--- config.mk ---
export PLATFORM = sky130hd
export DESIGN_NAME = pll_relock_seq
export DESIGN_NICKNAME = d
export VERILOG_FILES = /design/src/rtl/pll_relock_seq.sv
export SDC_FILE = /design/constraint.sdc
export NUM_CORES = 1
export LEC_CHECK = 0
export BUFFER_PORTS_ARGS = -buffer_cell sky130_fd_sc_hd__buf_2
export CORE_UTILIZATION = 35
export CTS_CLUSTER_SIZE = 10
export DETAILED_ROUTE_END_ITERATION = 10
export GPL_ROUTABILITY_DRIVEN = 0
export PLACE_DENSITY_LB_ADDON = 0.25
export SLEW_MARGIN = 40
export SYNTH_ARGS = -nofsm -noshare
export SYNTH_HDL_FRONTEND = slang
export SYNTH_SLANG_ARGS = --single-unit
--- constraint.sdc ---
create_clock -name clk -period 4.8 [get_ports clk]
set_input_delay 0 -clock clk [delete_from_list [all_inputs] [get_ports clk]]
set_output_delay 0 -clock clk [all_outputs]
set_load 0.01 [all_outputs]
--- src/rtl/pll_relock_seq.sv ---
module pll_relock_seq #(
  parameter int MULT_W = 11,
  parameter int DIV_W  = 7,
  parameter int POST_W = 5,
  parameter int TMO_W  = 16,
  parameter logic [2:0] MODE_BYP  = 3'h4,
  parameter logic [2:0] MODE_LOCK = 3'h7
) (
  input  logic              clk,
  input  logic              rst_n,
  input  logic              start_i,
  input  logic [MULT_W-1:0] mult_i,
  input  logic [DIV_W-1:0]  div_i,
  input  logic [POST_W-1:0] post_i,
  input  logic [TMO_W-1:0]  tmo_limit_i,
  input  logic              byp_stat_i,
  input  logic              lock_stat_i,
  output logic [2:0]        pll_mode_o,
  output logic [MULT_W-1:0] pll_mult_o,
  output logic [DIV_W-1:0]  pll_div_o,
  output logic [POST_W-1:0] pll_post_o,
  output logic              busy_o,
  output logic              done_o,
  output logic              timeout_o
);

  typedef enum logic [2:0] {
    S_IDLE, S_WBYP, S_POST, S_LREQ, S_WLOCK
  } st_t;

  st_t               st;
  logic [1:0]        byp_sy, lock_sy;
  logic [MULT_W-1:0] t_mult;
  logic [DIV_W-1:0]  t_div;
  logic [POST_W-1:0] t_post;
  logic [TMO_W-1:0]  cnt;

  wire byp_ok  = byp_sy[1] & ~lock_sy[1];
  wire lock_ok = lock_sy[1] & ~byp_sy[1];
  wire expired = cnt >= tmo_limit_i;

  assign busy_o = (st != S_IDLE);

  always_ff @(posedge clk) begin
    if (!rst_n) begin
      byp_sy  <= '0;
      lock_sy <= '0;
    end else begin
      byp_sy  <= {byp_sy[0], byp_stat_i};
      lock_sy <= {lock_sy[0], lock_stat_i};
    end
  end

  always_ff @(posedge clk) begin
    if (!rst_n) begin
      st         <= S_IDLE;
      pll_mode_o <= MODE_LOCK;
      pll_mult_o <= '0;
      pll_div_o  <= '0;
      pll_post_o <= '0;
      t_mult     <= '0;
      t_div      <= '0;
      t_post     <= '0;
      cnt        <= '0;
      done_o     <= 1'b0;
      timeout_o  <= 1'b0;
    end else begin
      done_o <= 1'b0;
      case (st)
        S_IDLE: if (start_i) begin
          t_mult     <= mult_i;
          t_div      <= div_i;
          t_post     <= post_i;
          pll_mode_o <= MODE_BYP;
          timeout_o  <= 1'b0;
          cnt        <= '0;
          st         <= S_WBYP;
        end
        S_WBYP: begin
          if (byp_ok) begin
            pll_mult_o <= t_mult;
            pll_div_o  <= t_div;
            st         <= S_POST;
          end else if (expired) begin
            timeout_o <= 1'b1;
            st        <= S_IDLE;
          end else begin
            cnt <= cnt + 1'b1;
          end
        end
        S_POST: begin
          pll_post_o <= t_post;
          st         <= S_LREQ;
        end
        S_LREQ: begin
          pll_mode_o <= MODE_LOCK;
          cnt        <= '0;
          st         <= S_WLOCK;
        end
        S_WLOCK: begin
          if (lock_ok) begin
            done_o <= 1'b1;
            st     <= S_IDLE;
          end else if (expired) begin
            timeout_o  <= 1'b1;
            pll_mode_o <= MODE_BYP;
            st         <= S_IDLE;
          end else begin
            cnt <= cnt + 1'b1;
          end
        end
        default: st <= S_IDLE;
      endcase
    end
  end

endmodule

==> out/qor.yml, run 1 <==
status:
  status: "complete, no violations"
die:
  die_height_um: 100.2
  die-area_um2: 10030
  ios: 73
  core_um2: 9284
  placementRows: 35
  die_x_um: 100.2
  start_util_pct: 36.32
cts:
  clock_sink_count: 72
  cts_tree: "done"
  cts_root_buf: "clkbuf_8"
  clock_path_buffers: 2
  cts_buffers: 9
  cts-htree-levels: 3
  post_cts_buffers: 0
  hold_buffers: 25
  cts_resized: 0
  clock_latency_ns: 0.36
  path_clk_slew_ns: 0.08
final_layout:
  layout_commonest_cell: "nand2_1"
  area_growth_pct: 28.42
  final_cell_mix: "nand2_1 (94), dfxtp_1 (72), buf_2 (70)"
  antenna_cells: 0
  fillerInstances: 950
  multi_input_comb_area_um2: 1784
  final_nets: 553
  ff_latch_area_um2: 1441
  layout-drive-gt1-share_pct: 19.92
flow_run:
  maxCapViolations: 0
synthesis:
  ys.warnings.count: 0
  synth_nets: 468
  synth.avg_cell_area_um2: 8.285
  netlist_instances: 407
  ys_types: 45
  ys_seq_area_share_pct: 42.75
  syn_area_um2: 3372
  ys_ff_latch: 72
timing:
  finalSetupViolations: 0
  max_slew_margin_pct: 45.49
  setup_tns_ns: 0
  drv_slew: 0
  layout_min_cycle_time_ns: 2.801
  worst_pin_slew_ns: 0.8176
  fmax_mhz: 357.0
  rsz0062_at_grt: "false"
  hold_viol: 0
  timing.final.crit_share_pct: 58.36
  holdWs_ns: 0.08841
  skew_ns: 0.01034
power_and_ir_drop:
  p_sw_uw: 323.7
  clockPowerShare_pct: 44.7
  internal-power_mw: 1.035
  pwr-share-comb_pct: 9.4
  cellLeakagePower_nw: 1.816
  worst_ir_drop_vdd_uv: 171.0
  swShare_pct: 23.82
  p_per_area_nw_per_um2: 313.9
  seq_power_share_pct: 46.0
setup_path:
  endpoint_kind: "flip-flop"
  crit_fanout: 13
  crit_arrival_ns: 3.09
  rr_startpoint: "cnt[0]$_SDFFE_PN0P_"
  cp.required_ns: 5.09
  worst-setup-path-type: "flip-flop to flip-flop"
  regToRegSetupSlack_ns: 2.00
  start_kind: "flip-flop"
  crit_path_start: "cnt[0]$_SDFFE_PN0P_"
detailed_routing:
  via_count: 3037
  postRouteAntennaNets: 0
  drt_iter0_drc: 135
  dr.pass1.iters: 4
  via_per_inst: 4.851
  drc_errors: 0
  wl_um: 8080
  wl_per_cell_um: 12.91
hold_path:
  hold_class: "input pin to flip-flop"
  hold_start: "start_i"
global_route:
  grt_pass1_wl_um: 13290
  grt_pass1_vias: 2794
  track_usage_pct: 16.90
  grt_start_max_net_pins: 60
  gr-total-overflow: 0
  antenna_found_initial: 0
placement:
  hpwlAfterDp_um: 5318
  numPortBuffers: 71
## layer usage
layer  wire [um]  track usage [%]
met5           0                0
met4         133            6.689
met3         394            4.248
met2        3899            28.93
met1        3653            20.29
## power groups by stage
| stage | clock (mW) | combinational (mW) | sequential [mW] |
|---|---|---|---|
| after floorplan | 0 | 0.0728 | 0.637 |
| after global placement | 0 | 0.109 | 0.638 |
| after detailed placement | 0 | 0.112 | 0.639 |
| after CTS | 0.613 | 0.128 | 0.625 |
| after global routing | 0.638 | 0.144 | 0.627 |
| final | 0.607 | 0.127 | 0.625 |
## through the flow
stage	setup slack, ns	power [mW]	instance area [um^2]	instances	utilization, %
finish	1.999	1.359	4330	626	46.64
global route	1.764	1.410	4330	626	46.64
CTS	1.987	1.366	4330	626	46.64
detailed placement	2.053	0.7515	3827	585	41.23
global placement	1.941	0.7474	3802	585	40.96
floorplan	2.361	0.7100	3372	407	-
## synth_stat cells (all sizes together)
library cell | number | share of area (%)
a21oi | 13 | 1.9
o41ai | 2 | 0.52
or2 | 8 | 1.5
mux2i | 8 | 2.4
a31oi | 1 | 0.19
nand4 | 11 | 2.0
o211ai | 1 | 0.22
and3 | 1 | 0.19
nor3b | 2 | 0.45
nor3 | 5 | 0.74
dfxtp | 72 | 43
a311oi | 1 | 0.26
o31ai | 6 | 1.3
o311ai | 2 | 0.52
o31a | 1 | 0.26
ha | 17 | 6.3
a21o | 2 | 0.45
a211oi | 1 | 0.22
o21a | 2 | 0.45
clkbuf | 19 | 2.1
nor2 | 17 | 1.9
a2111oi | 2 | 0.52
inv | 22 | 2.4
or3 | 4 | 0.74
and2 | 8 | 1.5
nand4b | 1 | 0.26
a2111o | 1 | 0.33
a41o | 1 | 0.30
conb | 1 | 0.11
and4 | 2 | 0.52
o2111ai | 1 | 0.26
nor2b | 7 | 1.3
a21boi | 41 | 9.1
o21ai | 6 | 0.89
nor4b | 2 | 0.52
or4 | 5 | 1.1
xnor2 | 1 | 0.26
o32a | 1 | 0.30
nand2b | 1 | 0.19
nand2 | 95 | 11
nand3 | 10 | 1.5
buf | 3 | 0.59
## sequential cells by signal (all words and copies together), names as in the netlist, 2 cells and up
name	flops
lock_sy	2
pll_post_o	5
cnt	16
pll_mult_o	11
t_div	7
t_post	5
pll_div_o	7
t_mult	11
byp_sy	2
st	3
## critical path, stage by stage (launching register included)
cell and delay (ns):
dfxtp_1 0.41, inv_1 0.08, ha_1 0.26, nand2b_1 0.14, a2111oi_0 0.50, nor4b_1 0.16
or3_1 0.52, or4_1 0.52, a21oi_1 0.14
## cells by family after synthesis
family                   share of synthesized area, %
XOR/XNOR                                       0.2598
buffers and inverters                           5.157
AO/OA/AOI/OAI                                   18.07
other                                          0.1112
flip-flops                                      42.75
AND/OR/NAND/NOR                                 24.97
multiplexers                                    2.375
adder cells (fa/ha/maj)                         6.308
## final timing paths
check | to | cells after the start
max | cnt[3]$_SDFFE_PN0P_ | 8
min reg2reg | byp_sy[1]$_SDFF_PN0_ | 1
min | st[1]$_SDFFE_PN0P_ | 3
max reg2reg | cnt[3]$_SDFFE_PN0P_ | 8
## layout make-up
type                       count  area share [%]
clock buffer                  10           3.178
clock inverter                 6           2.658
inverter                      22           1.907
multi-input combinational    291           41.20
sequential                    72           33.29
tap                          129           3.727
timing repair buffer          96           14.04
(Power assumes the default switching activity.)
==> run 2, diff against run 1 <==
==> constraint.sdc (replaced) <==
create_clock -name clk -period 2.35 [get_ports clk]
set_input_delay 0 -clock clk [delete_from_list [all_inputs] [get_ports clk]]
set_output_delay 0 -clock clk [all_outputs]
set_load 0.01 [all_outputs]
==> run 2 against run 1 <==
Compared with the run above: the flow now finishes with violations (setup timing); clock skew is 0.0028 ns lower; largest power group unchanged; critical path type unchanged; non-clock buffer count increased by 33; critical path depth unchanged; register-to-register slack lost 2.0 ns; final area grew 8.4%; critical endpoint is now cnt[12]$_SDFFE_PN0P_; core utilization up 3.9 points; setup slack lost 2.0 ns; clock power is 100% higher; via count rose by 4.7%.
==> out/qor.yml, run 2 (synthesized netlist as in run 1, its figures left out) <==
cts:
  cts_tree: "done"
  clock_latency_ns: 0.34  # -0.02 ns
  clock_sink_count: 72  # unchanged
  cts_root_buf: "clkbuf_8"
  cts_buffers: 9  # unchanged
  cts-htree-levels: 3  # unchanged
  clock_path_buffers: 2  # unchanged
  path_clk_slew_ns: 0.08  # about the same
detailed_routing:
  drt_iter0_drc: 147  # +8.9%
  postRouteAntennaNets: 0  # unchanged
  wl_um: 8307  # +2.8%
  via_count: 3180  # +4.7%
  wl_per_cell_um: 12.61  # -2.3%
  drc_errors: 0  # unchanged
  via_per_inst: 4.825  # -0.53%
  dr.pass1.iters: 4  # unchanged
timing:
  rsz0062_at_grt: "true"
  finalSetupViolations: 1  # +1
  max_slew_margin_pct: 51.53  # +6.0 points
  skew_ns: 0.007554  # -0.002787 ns
  timing.final.crit_share_pct: 100.2  # +42 points
  layout_min_cycle_time_ns: 2.356  # -0.4457 ns
  hold_viol: 0  # unchanged
  holdWs_ns: 0.08084  # -0.007564 ns
  fmax_mhz: 424.5  # +19%
  worst_pin_slew_ns: 0.7253  # -0.09237 ns
  fin_ws_ns: -0.005564  # -2.004 ns
  drv_slew: 0  # unchanged
die:
  die_height_um: 100.2  # unchanged
  start_util_pct: 36.32  # unchanged
  core_um2: 9284  # unchanged
  placementRows: 35  # unchanged
  ios: 73  # unchanged
  die_x_um: 100.2  # unchanged
  die-area_um2: 10030  # unchanged
power_and_ir_drop:
  p_sw_uw: 651.1  # +100%
  internal-power_mw: 2.142  # +110%
  p_per_area_nw_per_um2: 595.2  # +90%
  power.total_mw: 2.793  # +110%
  seq_power_share_pct: 45.6  # -0.4 points
  swShare_pct: 23.32  # -0.50 points
  worst_ir_drop_vdd_uv: 336.2  # +97%
  pwr-share-comb_pct: 10.7  # +1.3 points
  clockPowerShare_pct: 43.7  # -1.0 points
  cellLeakagePower_nw: 1.999  # +10%
global_route:
  gr-total-overflow: 0  # unchanged
  grt_start_max_net_pins: 32  # -47%
  antenna_found_initial: 0  # unchanged
  grt_pass1_wl_um: 13880  # +4.4%
  track_usage_pct: 17.63  # +0.72 points
  grt_pass1_vias: 2958  # +5.9%
status:
  violations: "setup timing"
  status: "complete, but fails checks"
setup_path:
  rr_startpoint: "cnt[13]$_SDFFE_PN0P_"
  regToRegSetupSlack_ns: -0.006  # -2.00 ns
  crit_arrival_ns: 2.63  # -0.46 ns
  worst-setup-path-type: "flip-flop to flip-flop"
  start_kind: "flip-flop"
  reg2reg_depth: 8  # unchanged
  endpoint_kind: "flip-flop"
  reg2reg_to: "cnt[12]$_SDFFE_PN0P_"
  crit_fanout: 6  # -7
  cp.required_ns: 2.63  # -2.46 ns
placement:
  numPortBuffers: 71  # unchanged
  place_ws_ns: -0.2624  # -2.315 ns
  hpwlAfterDp_um: 5647  # +6.2%
  dpl.cell_count: 613  # +4.8%
hold_path:
  hold_class: "input pin to flip-flop"
  holdPathStages: 3  # unchanged
  hold_end: "st[1]$_SDFFE_PN0P_"
  hold_start: "start_i"
final_layout:
  area_growth_pct: 39.15
  final_nets: 586  # +6.0%
  multi_input_comb_area_um2: 1891  # +6.0%
  stdcell_count: 659  # +5.3%
  layout-drive-gt1-share_pct: 27.55  # +7.6 points
  top_register: "cnt"
  final_cell_mix: "nand2_1 (95), buf_2 (71), dfxtp_1 (68)"
  largest_reg_flops: 16  # unchanged
  top_regs: "cnt x16, pll_mult_o x11, t_mult x11"
  layout_commonest_cell: "nand2_1"
  ff_latch_area_um2: 1446  # +0.35%
  antenna_cells: 0  # unchanged
  fillerInstances: 934  # -1.7%
flow_run:
  maxCapViolations: 0  # unchanged
-- run 2: changes by cell type in the layout (fill, tap and decap cells not counted), sizes merged --
cell,delta
buf,+33
clkinv,+2
clkinvlp,-1
inv,-1
-- run 2: metrics by stage --
step | TNS (ns) | cell area (um^2) | utilization [%]
4_1_cts | -0.02886 | 4638 | 49.96
5_1_grt | -0.2549 | 4692 | 50.54
2_1_floorplan | 0 | 3373 | -
3_5_place_dp | -2.560 | 4009 | 43.18
6_report | -0.005564 | 4692 | 50.54
3_3_place_gp | -2.890 | 4009 | 43.18
-- run 2: worst max path at each step --
stage / startpoint / to / slack [ns]
after floorplan: cnt[13]$_SDFFE_PN0P_ / cnt[8]$_SDFFE_PN0P_ / 0.0004
after global placement: cnt[0]$_SDFFE_PN0P_ / cnt[14]$_SDFFE_PN0P_ / -0.27
after detailed placement: cnt[0]$_SDFFE_PN0P_ / cnt[4]$_SDFFE_PN0P_ / -0.26
after CTS: cnt[13]$_SDFFE_PN0P_ / cnt[13]$_SDFFE_PN0P_ / -0.03
after global routing: cnt[12]$_SDFFE_PN0P_ / cnt[15]$_SDFFE_PN0P_ / -0.07
final: cnt[13]$_SDFFE_PN0P_ / cnt[12]$_SDFFE_PN0P_ / -0.006
-- run 2: worst max-delay path, cell delays in order (launching register included) --
cell	delay [ns]
dfxtp_2	0.35
ha_4	0.20
nand4_1	0.13
buf_4	0.14
nor3_2	0.04
a2111o_1	0.42
o31a_1	0.36
or4_1	0.52
a21oi_2	0.15
-- run 2: final cells by class --
class                           instances  share of cell area, %
Clock buffer                           10                  2.933
Clock inverter                          6                  2.480
Inverter                               22                  1.760
Multi-Input combinational cell        291                  40.29
Sequential cell                        72                  30.83
Tap cell                              129                  3.440
Timing Repair Buffer                  129                  18.27
-- run 2: metal layers --
| metal | track usage [%] | share of wire [%] | vias up |
|---|---|---|---|
| li1 | - | - | 1644 |
| met1 | 21.59 | 45 | 1464 |
| met2 | 29.93 | 50 | 67 |
| met3 | 5.223 | 4.2 | 5 |
| met4 | 5.128 | 0.95 | 0 |
| met5 | 0 | 0 | - |
-- run 2: power groups by stage --
stage | combinational, mW | sequential (mW) | clock [mW]
6_report | 0.299 | 1.27 | 1.22
5_1_grt | 0.338 | 1.28 | 1.30
4_1_cts | 0.294 | 1.27 | 1.25
3_5_place_dp | 0.248 | 1.30 | 0
3_3_place_gp | 0.246 | 1.30 | 0
2_1_floorplan | 0.149 | 1.30 | 0
-- run 2: timing repair --
| item | CTS | global route |
|---|---|---|
| cloned | 0 | 0 |
| hold endpoints to repair | 25 | 0 |
| setup buffers | 5 | 0 |
| setup endpoints to repair | 16 | 13 |
| resized for setup | 13 | 9 |
| hold buffers | 25 | 0 |
| pin swaps | 15 | 11 |
